==> src/rtl/brk_pkg.sv <==
package brk_pkg;
    localparam int unsigned BYTE_W      = 8;
    localparam int unsigned CTL_EN_BIT  = 7;
    localparam int unsigned CTL_ACT_BIT = 6;
    localparam int unsigned CTL_FRC_BIT = 5;

    typedef struct packed {
        logic pending;
        logic active;
    } seq_state_t;
endpackage

==> src/rtl/brk_cmp.sv <==
module brk_cmp
    import brk_pkg::*;
#(
    parameter int unsigned NBYTES = 2,
    localparam int unsigned AW = NBYTES * BYTE_W
) (
    input  logic [AW-1:0] addr_i,
    input  logic [AW-1:0] ref_i,
    output logic          match_o
);
    logic [NBYTES-1:0] byte_eq;

    // one comparator per stored byte
    for (genvar g = 0; g < NBYTES; g++) begin : g_byte
        assign byte_eq[g] = (addr_i[g*BYTE_W +: BYTE_W] == ref_i[g*BYTE_W +: BYTE_W]);
    end

    assign match_o = &byte_eq;
endmodule

==> src/rtl/brk_regs.sv <==
module brk_regs
    import brk_pkg::*;
#(
    parameter int unsigned NBYTES = 2,
    localparam int unsigned AW  = NBYTES * BYTE_W,
    localparam int unsigned RAW = $clog2(NBYTES + 2)
) (
    input  logic              clk,
    input  logic              rst_n,
    input  logic              wr_en,
    input  logic [RAW-1:0]    reg_addr,
    input  logic [BYTE_W-1:0] wr_data,
    input  logic              active_i,
    input  logic              take_i,
    output logic [BYTE_W-1:0] rd_data,
    output logic [AW-1:0]     brk_addr_o,
    output logic              en_o,
    output logic              frc_o
);
    typedef struct packed {
        logic [NBYTES-1:0][BYTE_W-1:0] brk;
        logic                          en;
        logic                          frc;
    } regs_t;

    regs_t regs_d, regs_q;

    always_comb begin
        regs_d = regs_q;
        if (take_i) begin
            regs_d.frc = 1'b0;
        end
        if (wr_en) begin
            for (int i = 0; i < NBYTES; i++) begin
                // address 0 holds the most significant byte
                if (reg_addr == RAW'(NBYTES - 1 - i)) begin
                    regs_d.brk[i] = wr_data;
                end
            end
            if (reg_addr == RAW'(NBYTES)) begin
                regs_d.en = wr_data[CTL_EN_BIT];
                if (wr_data[CTL_FRC_BIT] && !active_i) begin
                    regs_d.frc = 1'b1;
                end
            end
        end
    end

    always_ff @(posedge clk) begin
        if (!rst_n) begin
            regs_q <= '0;
        end else begin
            regs_q <= regs_d;
        end
    end

    always_comb begin
        rd_data = '0;
        for (int i = 0; i < NBYTES; i++) begin
            if (reg_addr == RAW'(NBYTES - 1 - i)) begin
                rd_data = regs_q.brk[i];
            end
        end
        if (reg_addr == RAW'(NBYTES)) begin
            rd_data[CTL_EN_BIT]  = regs_q.en;
            rd_data[CTL_ACT_BIT] = active_i;
            rd_data[CTL_FRC_BIT] = regs_q.frc;
        end
    end

    assign brk_addr_o = regs_q.brk;
    assign en_o       = regs_q.en;
    assign frc_o      = regs_q.frc;
endmodule

==> src/rtl/brk_seq.sv <==
module brk_seq
    import brk_pkg::*;
(
    input  logic clk,
    input  logic rst_n,
    input  logic match_i,
    input  logic en_i,
    input  logic fetch_vld,
    input  logic frc_i,
    input  logic instr_end,
    input  logic rti_done,
    output logic active_o,
    output logic req_o,
    output logic take_o
);
    seq_state_t st_d, st_q;
    logic hit;
    logic req;
    logic take;

    always_comb begin
        st_d = st_q;
        hit  = match_i && en_i && fetch_vld && !st_q.active;
        req  = (st_q.pending || frc_i) && !st_q.active;
        take = req && instr_end;
        if (hit) begin
            st_d.pending = 1'b1;
        end
        if (take) begin
            st_d.pending = 1'b0;
            st_d.active  = 1'b1;
        end
        if (st_q.active && rti_done) begin
            st_d.active = 1'b0;
        end
    end

    always_ff @(posedge clk) begin
        if (!rst_n) begin
            st_q <= '0;
        end else begin
            st_q <= st_d;
        end
    end

    assign active_o = st_q.active;
    assign req_o    = req;
    assign take_o   = take;
endmodule

==> src/rtl/brk_ctrl.sv <==
module brk_ctrl
    import brk_pkg::*;
#(
    parameter int unsigned ADDR_W = 16,
    parameter logic [ADDR_W-1:0] VEC_NORM = 'hFFFC,
    parameter logic [ADDR_W-1:0] VEC_MON  = 'hFEFC,
    localparam int unsigned NBYTES = ADDR_W / BYTE_W,
    localparam int unsigned RAW    = $clog2(NBYTES + 2)
) (
    input  logic              clk,
    input  logic              rst_n,
    input  logic [ADDR_W-1:0] pc_addr,
    input  logic              fetch_vld,
    input  logic              instr_end,
    input  logic              rti_done,
    input  logic              monitor_mode,
    input  logic              reg_we,
    input  logic [RAW-1:0]    reg_addr,
    input  logic [BYTE_W-1:0] reg_wdata,
    output logic [BYTE_W-1:0] reg_rdata,
    output logic              bkpt_req,
    output logic              swi_load,
    output logic [ADDR_W-1:0] vec_addr,
    output logic              wdog_hold
);
    logic [ADDR_W-1:0] brk_addr;
    logic              en;
    logic              frc;
    logic              active;
    logic              take;
    logic              match;

    brk_regs #(.NBYTES(NBYTES)) i_regs (
        .clk        (clk),
        .rst_n      (rst_n),
        .wr_en      (reg_we),
        .reg_addr   (reg_addr),
        .wr_data    (reg_wdata),
        .active_i   (active),
        .take_i     (take),
        .rd_data    (reg_rdata),
        .brk_addr_o (brk_addr),
        .en_o       (en),
        .frc_o      (frc)
    );

    brk_cmp #(.NBYTES(NBYTES)) i_cmp (
        .addr_i  (pc_addr),
        .ref_i   (brk_addr),
        .match_o (match)
    );

    brk_seq i_seq (
        .clk       (clk),
        .rst_n     (rst_n),
        .match_i   (match),
        .en_i      (en),
        .fetch_vld (fetch_vld),
        .frc_i     (frc),
        .instr_end (instr_end),
        .rti_done  (rti_done),
        .active_o  (active),
        .req_o     (bkpt_req),
        .take_o    (take)
    );

    assign swi_load  = take;
    assign wdog_hold = active;
    assign vec_addr  = monitor_mode ? VEC_MON : VEC_NORM;
endmodule

==> config.mk <==
export PLATFORM = sky130hd
export DESIGN_NAME = brk_ctrl
export DESIGN_NICKNAME = d
export VERILOG_FILES = /design/src/rtl/brk_pkg.sv /design/src/rtl/brk_cmp.sv /design/src/rtl/brk_regs.sv /design/src/rtl/brk_seq.sv /design/src/rtl/brk_ctrl.sv
export SDC_FILE = /design/constraint.sdc
export NUM_CORES = 1
export LEC_CHECK = 0
export BUFFER_PORTS_ARGS = -buffer_cell sky130_fd_sc_hd__buf_2
export CAP_MARGIN = 15
export CORE_MARGIN = 10
export CORE_UTILIZATION = 49
export DETAILED_ROUTE_END_ITERATION = 8
export PLACE_DENSITY_LB_ADDON = 0.15
export REMOVE_ABC_BUFFERS = 1
export SYNTH_ARGS = -nofsm -noshare
export SYNTH_HDL_FRONTEND = slang
export SYNTH_SLANG_ARGS = --single-unit
==> constraint.sdc <==
create_clock -name clk -period 2.85 [get_ports clk]
set_input_delay 0.4275 -clock clk [delete_from_list [all_inputs] [get_ports clk]]
set_output_delay 0.4275 -clock clk [all_outputs]
set_load 0.02 [all_outputs]
==> summary.md <==
| Metric | Value |
|---|---|
| VDD IR-drop max | `0.279 mV` |
| Final Hold Vio Count | `0` |
| Core area | `between 2000 and 2500 sq um` |
| Clk pin slew, worst setup/hold paths | `about 0.12 ns` |
| Worst setup path class | `primary input to primary output` |
| Crit path max fanout | `11` |
| CTS Buffer Depth | `2` |
| Hold path endpoint | `i_regs.brk_addr_o[4]` |
| Fin area | `1430 sq um` |
| Postcts setup bufs | `0` |
| Nets | `210` |
| Max-Cap Viols | `0` |
| Dominant synthesized flop cell | `dfxtp_1` |
| CTS tree | `done` |
| I/O pin cnt | `60` |
| Sw Share | `0.290` |
| Synth Instances | `~140` |
| CP startpoint kind | `primary input` |
| DR vias/cell | `4.75` |
| FF+latch count, synth | `20` |
| Standard-cell rows | `18` |
| Slew headroom | `0.444` |
| Final wirelength | `a little under 3000 um` |
| Clock latency at the later pin of the worst-skew pair | `approximately 0.29 ns` |
| Most frequent CP cell | `buf_2` |
| CP arrival | `roughly 1.3 ns` |
| Fmax | `~600 MHz` |
| Vias in the first global route | `1038` |
| Via count | `973` |
| Commonest non-fill, non-tap cell in the layout | `buf_2` |
| Chip height | `about 70 um` |
| HP Start | `reg_wdata[4]` |
| Final HPWL DP | `roughly 2400 um` |
| GRT Overall Usage | `0.110` |
| Crit path largest cell delay | `about 0.25 ns` |
| Pint | `around 0.39 mW` |
| Largest net degree at the start of global routing | `22` |
| Mean post-synth cell area | `between 9 and 10 sq um` |
| Total CTS buffers | `3` |
| Comb pwr share | `0.209` |
| Die area | `approximately 5000 sq um` |
| Share of layout cells above drive strength 1 | `0.286` |
| Post-synth cell types | `26` |
| Hold Buf Count CTS | `0` |
| Crit-path slowest cell | `nor2b_4` |
| Setup TNS | `0 ns` |
| Tcrit/Tclk final | `0.589` |
| Reg2Reg Capture Point | `i_seq.st_q[1]` |
| Area after DPL | `between 1000 and 1500 sq um` |
| Die W | `70.8 um` |
| Seq pwr share | `0.546` |
| # diodes | `0` |
| Netlist area before placement | `1260 sq um` |
| DRT antenna net count | `0` |
| Warnings from Yosys | `0` |
| Fin. max-slew vios | `0` |
| Final min period | `1.68 ns` |
| WL/cell | `between 10 and 15 um` |
| Synth-to-Final Area Change | `13.3%` |
| Commonest non-fill, non-tap cells in the layout | `44 x buf_2, 24 x mux2i_1, 20 x dfxtp_1` |
| Seq/Total Area, Yosys | `0.317` |
| Unrepaired setup endpoints after global routing | `false` |
| Share of the synthesized area in the top cell type | `0.317` |
| Hold depth | `3` |
| DRT Pass-1 Iters | `4` |
| Crit path capture type | `primary output` |
| H-tree depth | `1` |
| Total congestion overflow | `0` |
| Critical Path, Cell by Cell | `buf_2, nor2b_4, nand2_1, o21ai_0, buf_2` |
| RR Startpoint | `i_regs.brk_addr_o[9]` |
| Pwr dens | `379 nW/um^2` |
| Dominant cell type by area after synthesis | `dfxtp_1` |
| Cts repair resizes | `0` |
| Clk root buf | `clkbuf_4` |
| Clock power share | `0.245` |
| CTS sink count | `20` |
| Leak | `0.737 nW` |
| First-pass GRT wire length | `approximately 4700 um` |
| Run status | `finished clean` |
| Initial Util | `0.510` |
| Async SR Flop Fraction | `0` |
| Reg2Reg Setup Slack | `around 1.7 ns` |
| 1st-iter DRT viols | `25` |
| Design Power | `roughly 0.54 mW` |
| Setup violators final | `0` |
| Worst r2r path cells | `4` |
| DRC | `0` |
| Port Buffers | `44` |
| Top cells by area, synth | `dfxtp_1 32%, mux2i_1 19%, xor2_1 10%, buf_4 9.5%, nor2b_1 7.9%` |
| Slew @ Worst Pin | `between 0.8 and 0.9 ns` |
| Post-synth EDFFs | `0` |
| Initial antenna violation count | `0` |
| WP data required | `2.42 ns` |
| Tightest Hold Check Type | `primary input to flop` |
| Routability cong. | `0.732` |
| Psw | `between 0.15 and 0.2 mW` |
| Final Skew | `approximately 0.007 ns` |
## critical path: cells and delay by family
family                 cells  cell delay (ns)
AOI/OAI and AO/OA          1             0.08
buffers and inverters      2             0.42
and+or+nand+nor            2             0.32
## registers in the layout, indices dropped and copies added, names as in the netlist
signal / count
i_regs.en_o: 1
i_regs.brk_addr_o: 16
i_seq.st_q: 1
i_regs.frc_o: 1
i_seq.active_o: 1
## area by class of cell
cell class	count	area, sq um
fill	239	1050
multi-input combinational	105	739
tap	30	37.5
timing repair buffer	44	220
clock buffer	3	22.5
inverter	3	11.3
sequential	20	400
## how the worst max path moves through the flow
stage                   startpoint                     to  slack [ns]  cells after the start
floorplan              reg_addr[0]           reg_rdata[5]        1.42                      2
global placement       reg_addr[0]   i_regs.brk_addr_o[8]        1.09                      4
detailed placement     reg_addr[0]  i_regs.brk_addr_o[15]        1.03                      4
CTS                 i_seq.active_o               swi_load        1.16                      4
global route           reg_addr[1]           reg_rdata[6]        1.07                      5
finish                 reg_addr[1]           reg_rdata[7]        1.17                      5
## per-stage QoR
stage / util / setup slack (ns) / hold slack [ns] / cells
after floorplan: - / 1.42 / 0.437 / 128
after global placement: 0.569 / 1.09 / 0.451 / 202
after detailed placement: 0.569 / 1.03 / 0.456 / 202
after CTS: 0.578 / 1.16 / 0.405 / 205
after global routing: 0.578 / 1.07 / 0.416 / 205
final: 0.578 / 1.17 / 0.399 / 205
## Yosys cell counts, types with 3 or more instances
| cell type | n |
|---|---|
| a21boi_0 | 3 |
| buf_4 | 16 |
| buf_6 | 3 |
| dfxtp_1 | 20 |
| inv_1 | 3 |
| mux2i_1 | 24 |
| nand2_1 | 6 |
| nand3_1 | 3 |
| nor2_1 | 5 |
| nor2b_1 | 16 |
| nor4_1 | 3 |
| o21ai_0 | 4 |
| xor2_1 | 15 |
## power groups by stage
stage / Clock (mW) / Sequential, mW / Combinational [mW]
2_1_floorplan: 0 / 0.301 / 0.0667
3_3_place_gp: 0 / 0.302 / 0.111
3_5_place_dp: 0 / 0.302 / 0.113
4_1_cts: 0.133 / 0.296 / 0.113
5_1_grt: 0.144 / 0.297 / 0.124
6_report: 0.133 / 0.296 / 0.113
## cells by family (layout without fill, tap and decap cells)
logic type / count (synthesis) / in the layout / share of synthesized area
AO/OA/AOI/OAI: 9 / 9 / 0.0455
XOR/XNOR: 16 / 16 / 0.111
buffers and inverters: 24 / 50 / 0.137
flip-flops: 20 / 20 / 0.317
multiplexers: 24 / 24 / 0.190
other: 2 / 15 / 0.00594
AND/OR/NAND/NOR: 41 / 41 / 0.194
## layer usage
| metal | part of all wire | global-route usage | vias to the layer above |
|---|---|---|---|
| met5 | 0 | 0 | - |
| met3 | 0.098 | 0.0446 | 2 |
| li1 | - | - | 500 |
| met4 | 0.0031 | 0.0258 | 0 |
| met1 | 0.45 | 0.137 | 435 |
| met2 | 0.45 | 0.171 | 36 |
Note: power is estimated with default switching activity, not from simulation.
